## src/rtl/rfsh_pkg.sv

```systemverilog
package rfsh_pkg;

  // Cycles in one interval: floor(tenths_us * mhz / 10).
  function automatic int unsigned interval_cycles(input int unsigned tenths_us,
                                                  input int unsigned mhz);
    return (tenths_us * mhz) / 10;
  endfunction

  function automatic int unsigned max3(input int unsigned a, input int unsigned b,
                                       input int unsigned c);
    int unsigned m;
    m = (a > b) ? a : b;
    return (m > c) ? m : c;
  endfunction

  localparam logic [1:0] RATE_OFF = 2'b00;

endpackage

```

## src/rtl/rfsh_interval_lut.sv

```systemverilog
module rfsh_interval_lut
  import rfsh_pkg::*;
#(
  parameter int unsigned F0_MHZ    = 66,
  parameter int unsigned F1_MHZ    = 100,
  parameter int unsigned F2_MHZ    = 133,
  parameter int unsigned T1_TENTHS = 78,
  parameter int unsigned T2_TENTHS = 156,
  parameter int unsigned T3_TENTHS = 1250,
  parameter int unsigned CNT_W     = 15
) (
  input  logic [1:0]       rate_code,
  input  logic [1:0]       freq_code,
  output logic [CNT_W-1:0] reload_val
);

  localparam int unsigned NFREQ = 3;
  localparam int unsigned NRATE = 3;

  logic [CNT_W-1:0] tbl [NRATE][NFREQ];

  // Compute the table entries from the rate and frequency parameters.
  for (genvar r = 0; r < NRATE; r++) begin : g_rate
    for (genvar f = 0; f < NFREQ; f++) begin : g_freq
      localparam int unsigned TN = (r == 0) ? T1_TENTHS : (r == 1) ? T2_TENTHS : T3_TENTHS;
      localparam int unsigned FM = (f == 0) ? F0_MHZ : (f == 1) ? F1_MHZ : F2_MHZ;
      localparam int unsigned NC = interval_cycles(TN, FM);
      assign tbl[r][f] = CNT_W'(NC);
    end
  end

  logic [1:0] f_idx;
  logic [1:0] r_idx;

  always_comb begin
    f_idx = (freq_code == 2'b11) ? 2'd2 : freq_code;
    r_idx = (rate_code == 2'b00) ? 2'd0 : 2'(rate_code - 2'd1);
    if (rate_code == 2'b00) begin
      reload_val = '0;
    end else begin
      reload_val = tbl[r_idx][f_idx];
    end
  end

endmodule

```

## src/rtl/rfsh_down_counter.sv

```systemverilog
module rfsh_down_counter #(
  parameter int unsigned CNT_W = 15
) (
  input  logic             clk,
  input  logic             rst_n,
  input  logic             load,
  input  logic             run,
  input  logic [CNT_W-1:0] reload_val,
  output logic             expire
);

  logic [CNT_W-1:0] cnt_q;
  logic [CNT_W-1:0] cnt_d;
  logic             cnt_en;
  logic [CNT_W-1:0] reload_m1;

  always_comb begin
    reload_m1 = reload_val - CNT_W'(1);
    expire    = run && !load && (cnt_q == '0);
    cnt_en    = load || run;
    if (load || expire) begin
      cnt_d = reload_m1;
    end else begin
      cnt_d = cnt_q - CNT_W'(1);
    end
  end

  always_ff @(posedge clk or negedge rst_n) begin
    if (!rst_n) begin
      cnt_q <= '0;
    end else if (cnt_en) begin
      cnt_q <= cnt_d;
    end
  end

endmodule

```

## src/rtl/rfsh_pend_ctr.sv

```systemverilog
module rfsh_pend_ctr #(
  parameter int unsigned PEND_W = 3
) (
  input  logic              clk,
  input  logic              rst_n,
  input  logic              inc,
  input  logic              ack,
  output logic [PEND_W-1:0] count,
  output logic              pending
);

  localparam logic [PEND_W-1:0] PEND_MAX = '1;

  logic [PEND_W-1:0] cnt_q;
  logic [PEND_W-1:0] cnt_d;
  logic              dec;
  logic              cnt_en;

  always_comb begin
    dec    = ack && (cnt_q != '0);
    cnt_en = inc ^ dec;
    if (inc) begin
      cnt_d = (cnt_q == PEND_MAX) ? PEND_MAX : cnt_q + PEND_W'(1);
    end else begin
      cnt_d = cnt_q - PEND_W'(1);
    end
  end

  always_ff @(posedge clk or negedge rst_n) begin
    if (!rst_n) begin
      cnt_q <= '0;
    end else if (cnt_en) begin
      cnt_q <= cnt_d;
    end
  end

  assign count   = cnt_q;
  assign pending = (cnt_q != '0);

endmodule

```

## src/rtl/rfsh_interval_timer.sv

```systemverilog
module rfsh_interval_timer
  import rfsh_pkg::*;
#(
  parameter int unsigned F0_MHZ    = 66,
  parameter int unsigned F1_MHZ    = 100,
  parameter int unsigned F2_MHZ    = 133,
  parameter int unsigned T1_TENTHS = 78,
  parameter int unsigned T2_TENTHS = 156,
  parameter int unsigned T3_TENTHS = 1250,
  parameter int unsigned PEND_W    = 3
) (
  input  logic              clk,
  input  logic              rst_n,
  input  logic [1:0]        rate_sel,
  input  logic [1:0]        freq_sel,
  input  logic              refresh_ack,
  output logic              refresh_req,
  output logic              refresh_pending,
  output logic [PEND_W-1:0] pending_count
);

  localparam int unsigned MAX_CYC = interval_cycles(
      max3(T1_TENTHS, T2_TENTHS, T3_TENTHS), max3(F0_MHZ, F1_MHZ, F2_MHZ));
  localparam int unsigned CNT_W = $clog2(MAX_CYC + 1);

  logic [1:0]       rate_q, freq_q;
  logic [1:0]       rate_d, freq_d;
  logic             cfg_chg;
  logic             run;
  logic             expire;
  logic             req_q, req_d;
  logic [CNT_W-1:0] reload_val;

  always_comb begin
    cfg_chg = (rate_sel != rate_q) || (freq_sel != freq_q);
    rate_d  = rate_sel;
    freq_d  = freq_sel;
    run     = (rate_q != RATE_OFF) && !cfg_chg;
    req_d   = expire;
  end

  always_ff @(posedge clk or negedge rst_n) begin
    if (!rst_n) begin
      rate_q <= RATE_OFF;
      freq_q <= 2'b00;
    end else if (cfg_chg) begin
      rate_q <= rate_d;
      freq_q <= freq_d;
    end
  end

  always_ff @(posedge clk or negedge rst_n) begin
    if (!rst_n) begin
      req_q <= 1'b0;
    end else begin
      req_q <= req_d;
    end
  end

  rfsh_interval_lut #(
    .F0_MHZ(F0_MHZ), .F1_MHZ(F1_MHZ), .F2_MHZ(F2_MHZ),
    .T1_TENTHS(T1_TENTHS), .T2_TENTHS(T2_TENTHS), .T3_TENTHS(T3_TENTHS),
    .CNT_W(CNT_W)
  ) u_lut (
    .rate_code (rate_sel),
    .freq_code (freq_sel),
    .reload_val(reload_val)
  );

  rfsh_down_counter #(.CNT_W(CNT_W)) u_cnt (
    .clk       (clk),
    .rst_n     (rst_n),
    .load      (cfg_chg),
    .run       (run),
    .reload_val(reload_val),
    .expire    (expire)
  );

  rfsh_pend_ctr #(.PEND_W(PEND_W)) u_pend (
    .clk    (clk),
    .rst_n  (rst_n),
    .inc    (expire),
    .ack    (refresh_ack),
    .count  (pending_count),
    .pending(refresh_pending)
  );

  assign refresh_req = req_q;

endmodule

```

## config.mk

```make
export PLATFORM = sky130hd
export DESIGN_NAME = rfsh_interval_timer
export DESIGN_NICKNAME = d
export VERILOG_FILES = /design/src/rtl/rfsh_pkg.sv /design/src/rtl/rfsh_interval_lut.sv /design/src/rtl/rfsh_down_counter.sv /design/src/rtl/rfsh_pend_ctr.sv /design/src/rtl/rfsh_interval_timer.sv
export SDC_FILE = /design/constraint.sdc
export NUM_CORES = 1
export LEC_CHECK = 0
export BUFFER_PORTS_ARGS = -buffer_cell sky130_fd_sc_hd__buf_4
export CAP_MARGIN = 20
export CORE_UTILIZATION = 35
export DETAILED_ROUTE_END_ITERATION = 8
export GPL_ROUTABILITY_DRIVEN = 0
export PLACE_DENSITY = 0.56
export SYNTH_ARGS = -nofsm -noshare
export SYNTH_HDL_FRONTEND = slang
export SYNTH_HIERARCHICAL = 1
export SYNTH_SLANG_ARGS = --single-unit
```

## constraint.sdc

```tcl
create_clock -name clk -period 4.5 [get_ports clk]
set_input_delay 0.9 -clock clk [delete_from_list [all_inputs] [get_ports clk]]
set_output_delay 0.9 -clock clk [all_outputs]
set_load 0.03 [all_outputs]
```

==> out/results.tsv, run 1 <==
metric	value	unit
grt_pass1_vias	1932	
final-setup-viol-count	0	
die_w	79.4	um
area_delta_synth_final	10.1	%
clock_sinks	23	
crit_chain	buf_4 -> xnor2_1 -> o2111a_1 -> or3b_1 -> nor4b_4 -> a21o_1 -> mux2i_1 -> ha_1 -> o21ai_0 -> a311oi_2 -> buf_4 -> and2_1 -> and4_1 -> a221oi_1 -> a21oi_1	
vdd_drop_max	0.000187	V
routed_wl	5.55	mm
core_region_area	0.00564	mm^2
yosysTopAreaCellShare	0.274	
startpoint	rate_sel[0]	
whs	0.514	ns
fin_skew	0.00291	ns
synth_area	0.00210	mm^2
synth_edf_count	0	
routed_via_density	5.77	
p_per_area	322	mW/mm^2
slew_viol_final	0	
pwr-share-seq	0.394	
crit_top_cell	buf_4	
cts_buffer_depth	2	
p_leak	0.941	nW
gr-usage-all-layers	0.194	
netlist_instances	265	
reg2regPathDepth	14	
outcome	finished clean	
grt_pass1_wl	9.45	mm
r2r_slack	0.83	ns
antenna_cells	0	
io_pins	12	
cts_buffers	3	
io_buffers	11	
routed-via-count	1966	
min_period	4.05	ns
detail_route.iter0.violations	173	
syn-num-nets	276	
worst_slack	0.451	ns
path_max_fanout	12	
start_util	0.372	
cts_setup_buffers	0	
p_switching	308	uW
dpl_worst_slack	0.171	ns
ctsHoldBuffers	0	
crit_arrival	4.25	ns
power	743	uW
die-height	79.4	um
max_cap_violations	0	
hold_path_class	input port to async pin	
synth_area_leaders	dfrtp_1 (27%), nor2_1 (6.6%), a21oi_1 (5.7%)	
start_kind	input port	
htreeDepth	1	
synth_seq_cells	23	
synth_largest_area_cell	dfrtp_1	
r2r-start	rate_q[0]$_DFFE_PN0P_	
path_class	input port to register	
overflow	0	
avgSynthCellArea	7.91	um^2
synth_flop_cell	dfrtp_1	
die-area	0.00631	mm^2
route.detailed.drc	0	
swShare	0.415	
cts-root-buf	clkbuf_8	
ctsResizeCount	0	
antenna_found_initial	0	
clk_pin_slew	0.09	ns
drt-pass1-iter-count	4	
rsz0062_at_grt	false	
post-route-period-util	0.900	
critical-path-max-stage-delay	0.45	ns
synth.distinct_cells	67	
fin_setup_tns	0	ns
grt_max_degree	25	
fmaxAchievable	247	MHz
clk_latency	0.27	ns
drive_above_1_share	0.152	
crit_path_end_kind	register	
comb_power_share	0.420	
seq_area_frac_synth	0.274	
hold_viol	0	
worstReg2RegEnd	u_cnt/cnt_q[14]$_DFFE_PN0P_	
nets	281	
relSlewSlack	0.532	
num_rows	27	
cts_tree	built	
power.share.clock	0.186	
intPower	435	uW
synth_async_sr_flop_share	1.00	
slowest_stage	or3b_1	
ant_nets	0	
tightest_slew	0.699	ns
place_hpwl	4.09	mm
yosys_warnings	6	
crit_required	4.70	ns
detail_route.wl_per_cell	16.3	um
## stage by stage
stage,util,cells,instance area [um^2]
global placement,0.401,337,2260
floorplan,-,265,2110
global route,0.409,341,2310
finish,0.409,341,2310
CTS,0.409,341,2310
detailed placement,0.401,337,2260
## cells in the final DEF (no fill, tap or decap), drive strengths merged, types with 4 or more instances in the layout
| cell | count |
|---|---|
| nor2b | 6 |
| mux2i | 7 |
| o21ai | 17 |
| nand2b | 4 |
| nor4b | 4 |
| dfrtp | 23 |
| a21o | 4 |
| ha | 4 |
| or3 | 5 |
| o32ai | 5 |
| nand2 | 16 |
| a211oi | 7 |
| buf | 19 |
| nor3 | 8 |
| nor2 | 38 |
| xnor2 | 5 |
| inv | 9 |
| a21oi | 24 |
| nor4 | 6 |
## worst max-delay path: cells and delay by family
kind	cells	cell delay, ns
and+or+nand+nor	4	1.07
buffers and inverters	2	0.35
xor gates and xnor gates	1	0.20
muxes	1	0.25
adders and majority gates	1	0.24
AOI/OAI and AO/OA	6	1.25
## cells by family (layout without fill, tap and decap cells)
logic type               count (synthesis)  count (layout)  share of synthesized area
AO/OA/AOI/OAI                           91              91                      0.298
XOR/XNOR                                 6               6                     0.0251
adder cells (fa/ha/maj)                  4               4                     0.0239
buffers and inverters                   29              33                     0.0573
flip-flops                              23              23                      0.274
multiplexers                             8               8                     0.0388
AND/OR/NAND/NOR                        104             104                      0.282
## sequential cells by signal, indices dropped and copies added, names as in the netlist
name and count:
u_pend/count 3, u_cnt/cnt_q 15, freq_q 2, rate_q 2
refresh_req 1
## power by group through the flow
stage,registers (mW),logic (mW),clock network (mW)
final,0.293,0.312,0.138
after global routing,0.301,0.346,0.158
after CTS,0.292,0.312,0.144
after detailed placement,0.295,0.311,0
after global placement,0.296,0.310,0
after floorplan,0.304,0.212,0
## final cells by class
| cell class | instances | area, um^2 |
|---|---|---|
| multi-input cells | 213 | 1420 |
| repair buffers | 19 | 143 |
| flip-flops and latches | 23 | 576 |
| fillers | 566 | 3330 |
| well taps | 72 | 90.1 |
| inverters | 10 | 37.5 |
| clock inverters | 1 | 5.00 |
| clock buffers | 3 | 41.3 |
## worst max path at each step
stage	cells after the start	slack, ns	to
after floorplan	16	0.05	u_cnt/cnt_q[12]$_DFFE_PN0P_
after global placement	15	0.29	u_cnt/cnt_q[14]$_DFFE_PN0P_
after detailed placement	15	0.17	u_cnt/cnt_q[14]$_DFFE_PN0P_
after CTS	15	0.44	u_cnt/cnt_q[14]$_DFFE_PN0P_
after global routing	15	0.13	u_cnt/cnt_q[14]$_DFFE_PN0P_
final	15	0.45	u_cnt/cnt_q[14]$_DFFE_PN0P_
## Yosys cell counts (all sizes together), types with 6 or more instances
cell type,instances
nor2b,6
a21oi,24
dfrtp,23
nand2,16
mux2i,7
nor3,8
clkbuf,12
a211oi,7
nor2,38
nor4,6
o21ai,17
buf,7
inv,9
## per-layer routing
layer	share of wire	track usage	vias up
met5	0	0	-
met4	0.022	0.0636	0
met3	0.055	0.0377	11
met2	0.45	0.316	52
met1	0.48	0.256	912
li1	-	-	991
(Power assumes the default switching activity.)
==> inputs of run 2 (changes only) <==
Settings changed: PLACE_DENSITY 0.56 to not set.
==> run 2 against run 1 <==
Clock-buffer cell count unchanged. Non-clock buffer count rose by 1. Routed wire length shrank 1.5%. Core utilization is 0.18 points higher. Total power is 0.70% higher. Fmax increased by 0.38%. Setup slack improved by 0.015 ns. Sequential share of layout area fell by 0.11 points.
==> out/results.tsv, run 2 (synthesized netlist as in run 1, its figures left out) <==
metric	value	unit
place_hpwl	4.03	mm
start_util	0.372	
crit_arrival	4.25	ns
p_per_area	322	mW/mm^2
drive_above_1_share	0.156	
dpl_worst_slack	0.218	ns
cts_buffer_depth	2	
nets	282	
clk_pin_slew	0.10	ns
area_delta_synth_final	10.6	%
path_class	input port to register	
die-area	0.00631	mm^2
detail_route.wl_per_cell	16.0	um
crit_required	4.71	ns
die_w	79.4	um
max_cap_violations	0	
min_period	4.03	ns
power	748	uW
cts-root-buf	clkbuf_8	
r2r_slack	0.82	ns
worst_slack	0.466	ns
final-setup-viol-count	0	
multiInputGateArea	0.00142	mm^2
top_register	u_cnt/cnt_q	
fin_util	0.411	
seq_area	576	um^2
slew_viol_final	0	
whs	0.503	ns
grt_pass1_wl	9.16	mm
p_leak	0.942	nW
routed-via-count	2022	
tightest_slew	0.705	ns
crit_buf_inv	1	
ctsResizeCount	0	
overflow	0	
clock_sinks	23	
final_common_cell	nor2_1	
die-height	79.4	um
path_max_fanout	12	
reg2regPathDepth	13	
crit_top_cell	mux2i_1	
outcome	finished clean	
routed_via_density	5.91	
ctsHoldBuffers	0	
cts_tree	built	
hold_path_class	input port to async pin	
worstReg2RegEnd	u_cnt/cnt_q[12]$_DFFE_PN0P_	
r2r-start	rate_q[0]$_DFFE_PN0P_	
htreeDepth	1	
fmaxAchievable	248	MHz
cts_buffers	3	
core_region_area	0.00564	mm^2
start_kind	input port	
critical-path-max-stage-delay	0.46	ns
gr-usage-all-layers	0.184	
io_pins	12	
clk_latency	0.28	ns
largest_register_ffs	15	
num_rows	27	
io_buffers	11	
final.fill_count	579	
grt_max_degree	25	
antenna_cells	0	
route.detailed.drc	0	
rsz0062_at_grt	false	
ant_nets	0	
relSlewSlack	0.528	
layout_common_cells	nor2_1 (37), a21oi_1 (24), dfrtp_1 (23)	
post-route-period-util	0.896	
antenna_found_initial	0	
cts_setup_buffers	0	
crit_chain	buf_4 -> xnor2_1 -> o2111a_1 -> or3b_1 -> nor4b_4 -> a21o_1 -> mux2i_1 -> ha_1 -> o21ai_0 -> a311oi_2 -> o21ai_2 -> nor3_2 -> mux2i_1 -> o311a_1	
critPathTopFamily	compound AO/OA/AOI/OAI gates	
drt-pass1-iter-count	4	
vdd_drop_max	0.000201	V
routed_wl	5.47	mm
hold_viol	0	
grt_pass1_vias	1878	
slowest_stage	or3b_1	
cp_num_cells	14	
fin_skew	0.00899	ns
detail_route.iter0.violations	195	
crit_path_end_kind	register	
fin_setup_tns	0	ns
[run 2: cell types whose count changed in the layout (fill, tap and decap cells not counted), sizes merged]
cell / before / now
clkinvlp: 0 / 1
buf: 19 / 20
clkinv: 2 / 1
[run 2: worst reg2reg max path, stage by stage, from the launching register on]
cell and delay, ns:
dfrtp_1 0.41, xnor2_1 0.20, o2111a_1 0.23, or3b_1 0.46
nor4b_4 0.26, a21o_1 0.23, mux2i_1 0.25, ha_1 0.24
o21ai_0 0.22, a311oi_2 0.30, o21ai_2 0.17, nor3_2 0.25
mux2i_1 0.22, o311a_1 0.17
[run 2: final cells by class]
class                      count  area share
timing repair buffer          20      0.0648
sequential                    23       0.248
clock buffer                   3      0.0178
clock inverter                 1     0.00324
multi-input combinational    213       0.611
tap                           72      0.0389
inverter                      10      0.0162
[run 2: per-stage QoR]
stage / cells / cell area [um^2]
final: 342 / 2320
after global placement: 338 / 2270
after global routing: 342 / 2320
after CTS: 342 / 2320
after floorplan: 265 / 2110
after detailed placement: 338 / 2270
[run 2: per-layer routing]
layer | part of all wire | global-route usage | vias to the layer above | routed length, um
li1 | - | - | 994 | -
met1 | 0.48 | 0.247 | 966 | 2610
met2 | 0.47 | 0.297 | 56 | 2570
met3 | 0.036 | 0.0194 | 6 | 197
met4 | 0.017 | 0.0818 | 0 | 91
met5 | 0 | 0 | - | 0
[run 2: worst max-delay path by stage]
stage | start | to | slack [ns]
finish | rate_sel[0] | u_cnt/cnt_q[12]$_DFFE_PN0P_ | 0.47
global route | rate_sel[1] | u_cnt/cnt_q[14]$_DFFE_PN0P_ | 0.13
CTS | rate_sel[0] | u_cnt/cnt_q[12]$_DFFE_PN0P_ | 0.49
detailed placement | rate_sel[0] | u_cnt/cnt_q[12]$_DFFE_PN0P_ | 0.22
global placement | freq_sel[0] | u_cnt/cnt_q[12]$_DFFE_PN0P_ | 0.30
floorplan | rate_sel[0] | u_cnt/cnt_q[12]$_DFFE_PN0P_ | 0.05
[run 2: where the power goes]
| part | total, mW | switching [mW] | internal (mW) |
|---|---|---|---|
| logic | 0.313 | 0.182 | 0.131 |
| registers | 0.293 | 0.0508 | 0.242 |
| clock network | 0.142 | 0.0791 | 0.0629 |
| total | 0.748 | 0.312 | 0.436 |
==> inputs of run 3 (changes only) <==
Settings changed: CORE_ASPECT_RATIO set to 1.5, PLACE_DENSITY_LB_ADDON set to 0.1.
==> run 3 against run 2 <==
Core utilization fell by 0.70 points. Setup slack worse by 0.047 ns. Largest power group unchanged. Routed wire length is 11% higher. Total power rose by 0.38%. Die area barely moved. Fmax down 1.1%. Cell count grew 0.88%. Worst hold slack improved by 0.010 ns. Sequential power is essentially flat.
==> out/results.tsv, run 3 (synthesized netlist as in run 1, its figures left out) <==
metric	value	unit
outcome	finished clean	
detail_route.iter0.violations	110	
grt_pass1_vias	2046	
layout_common_cells	nor2_1 (37), a21oi_1 (24), dfrtp_1 (23), buf_4 (23), nand2_1 (16)	
ctsResizeCount	0	
p_leak	0.958	nW
die-height	96.8	um
cts_setup_buffers	0	
crit_arrival	4.30	ns
vdd_drop_max	0.000194	V
critical-path-max-stage-delay	0.46	ns
overflow	0	
num_rows	34	
ant_nets	0	
pwr-share-seq	0.391	
detail_route.wl_per_cell	17.6	um
antenna_cells	0	
multiInputGateArea	0.00142	mm^2
whs	0.513	ns
cts_buffers	3	
slowest_stage	or3b_1	
crit_required	4.72	ns
nets	285	
io_buffers	11	
grt_pass1_wl	10.2	mm
largest_register_ffs	15	
dpl_worst_slack	0.166	ns
min_period	4.08	ns
hold_path_class	input port to async pin	
drt-pass1-iter-count	4	
startpoint	rate_sel[0]	
tightest_slew	0.608	ns
post-route-period-util	0.907	
seq_area	576	um^2
fmaxAchievable	245	MHz
cts_buffer_depth	2	
path_class	input port to register	
top_register	u_cnt/cnt_q	
die-area	0.00631	mm^2
crit_chain	buf_4 -> xnor2_1 -> o2111a_1 -> or3b_1 -> nor4b_4 -> a21o_1 -> buf_4 -> mux2i_1 -> ha_1 -> o21ai_0 -> a311oi_2 -> o21ai_2 -> nor3_2 -> mux2i_1 -> o311a_1	
final-setup-viol-count	0	
clock_sinks	23	
slew_viol_final	0	
relSlewSlack	0.583	
routed_wl	6.09	mm
cts-root-buf	clkbuf_8	
routed-via-count	2058	
htreeDepth	1	
ctsHoldBuffers	0	
path_max_fanout	7	
r2r-start	rate_q[0]$_DFFE_PN0P_	
fin_setup_tns	0	ns
p_per_area	321	mW/mm^2
hold_viol	0	
swShare	0.416	
start_kind	input port	
p_switching	312	uW
rsz0062_at_grt	false	
route.detailed.drc	0	
crit_path_end_kind	register	
die_w	65.2	um
io_pins	12	
cts_tree	built	
intPower	438	uW
antenna_found_initial	0	
worst_slack	0.420	ns
area_delta_synth_final	11.5	%
start_util	0.362	
place_hpwl	4.47	mm
clk_pin_slew	0.10	ns
power.share.clock	0.185	
clk_latency	0.27	ns
drive_above_1_share	0.161	
gr-usage-all-layers	0.205	
reg2regPathDepth	14	
fin_skew	0.00931	ns
final.fill_count	638	
comb_power_share	0.424	
max_cap_violations	0	
core_region_area	0.00579	mm^2
routed_via_density	5.97	
final_common_cell	nor2_1	
power	751	uW
grt_max_degree	25	
[run 3: cell types whose count changed in the layout (fill, tap and decap cells not counted), sizes merged]
cell / delta
buf: +3
clkbuf: +1
clkinvlp: -1
[run 3: final cells by class]
type / count / area share
repair buffers: 23 / 0.0739
clock buffers: 4 / 0.0193
inverters: 10 / 0.0161
well taps: 72 / 0.0385
flip-flops and latches: 23 / 0.246
multi-input cells: 213 / 0.606
[run 3: worst max-delay path: cells and delay by family]
family	cells	cell delay [ns]
xor gates and xnor gates	1	0.20
adders and majority gates	1	0.23
muxes	2	0.39
and+or+nand+nor	3	0.99
AOI/OAI and AO/OA	6	1.32
buffers and inverters	2	0.27
[run 3: layer usage]
metal	wire [um]	up-vias	share of wire	track usage
met2	3060	58	0.50	0.354
met4	262	0	0.043	0.112
li1	-	1005	-	-
met5	0	-	0	0
met3	210	16	0.035	0.0236
met1	2560	979	0.42	0.237
[run 3: worst paths after layout]
check	endpoint	slack, ns
max	u_cnt/cnt_q[12]$_DFFE_PN0P_	0.42
min	u_cnt/cnt_q[3]$_DFFE_PN0P_	0.51
max reg2reg	u_cnt/cnt_q[12]$_DFFE_PN0P_	0.73
min reg2reg	u_cnt/cnt_q[0]$_DFFE_PN0P_	0.55
max in group asynchronous	u_cnt/cnt_q[4]$_DFFE_PN0P_	3.73
min in group clk	u_cnt/cnt_q[0]$_DFFE_PN0P_	0.55
[run 3: power groups by stage]
| stage | clock network, mW | registers, mW | logic (mW) |
|---|---|---|---|
| 2_1_floorplan | 0 | 0.304 | 0.212 |
| 3_3_place_gp | 0 | 0.300 | 0.319 |
| 3_5_place_dp | 0 | 0.297 | 0.318 |
| 4_1_cts | 0.146 | 0.294 | 0.319 |
| 5_1_grt | 0.151 | 0.300 | 0.351 |
| 6_report | 0.139 | 0.293 | 0.318 |
[run 3: metrics by stage]
stage	std cells	util	cell area, um^2
after floorplan	265	-	2110
after global placement	341	0.396	2290
after detailed placement	341	0.396	2290
after CTS	345	0.404	2340
after global routing	345	0.404	2340
final	345	0.404	2340
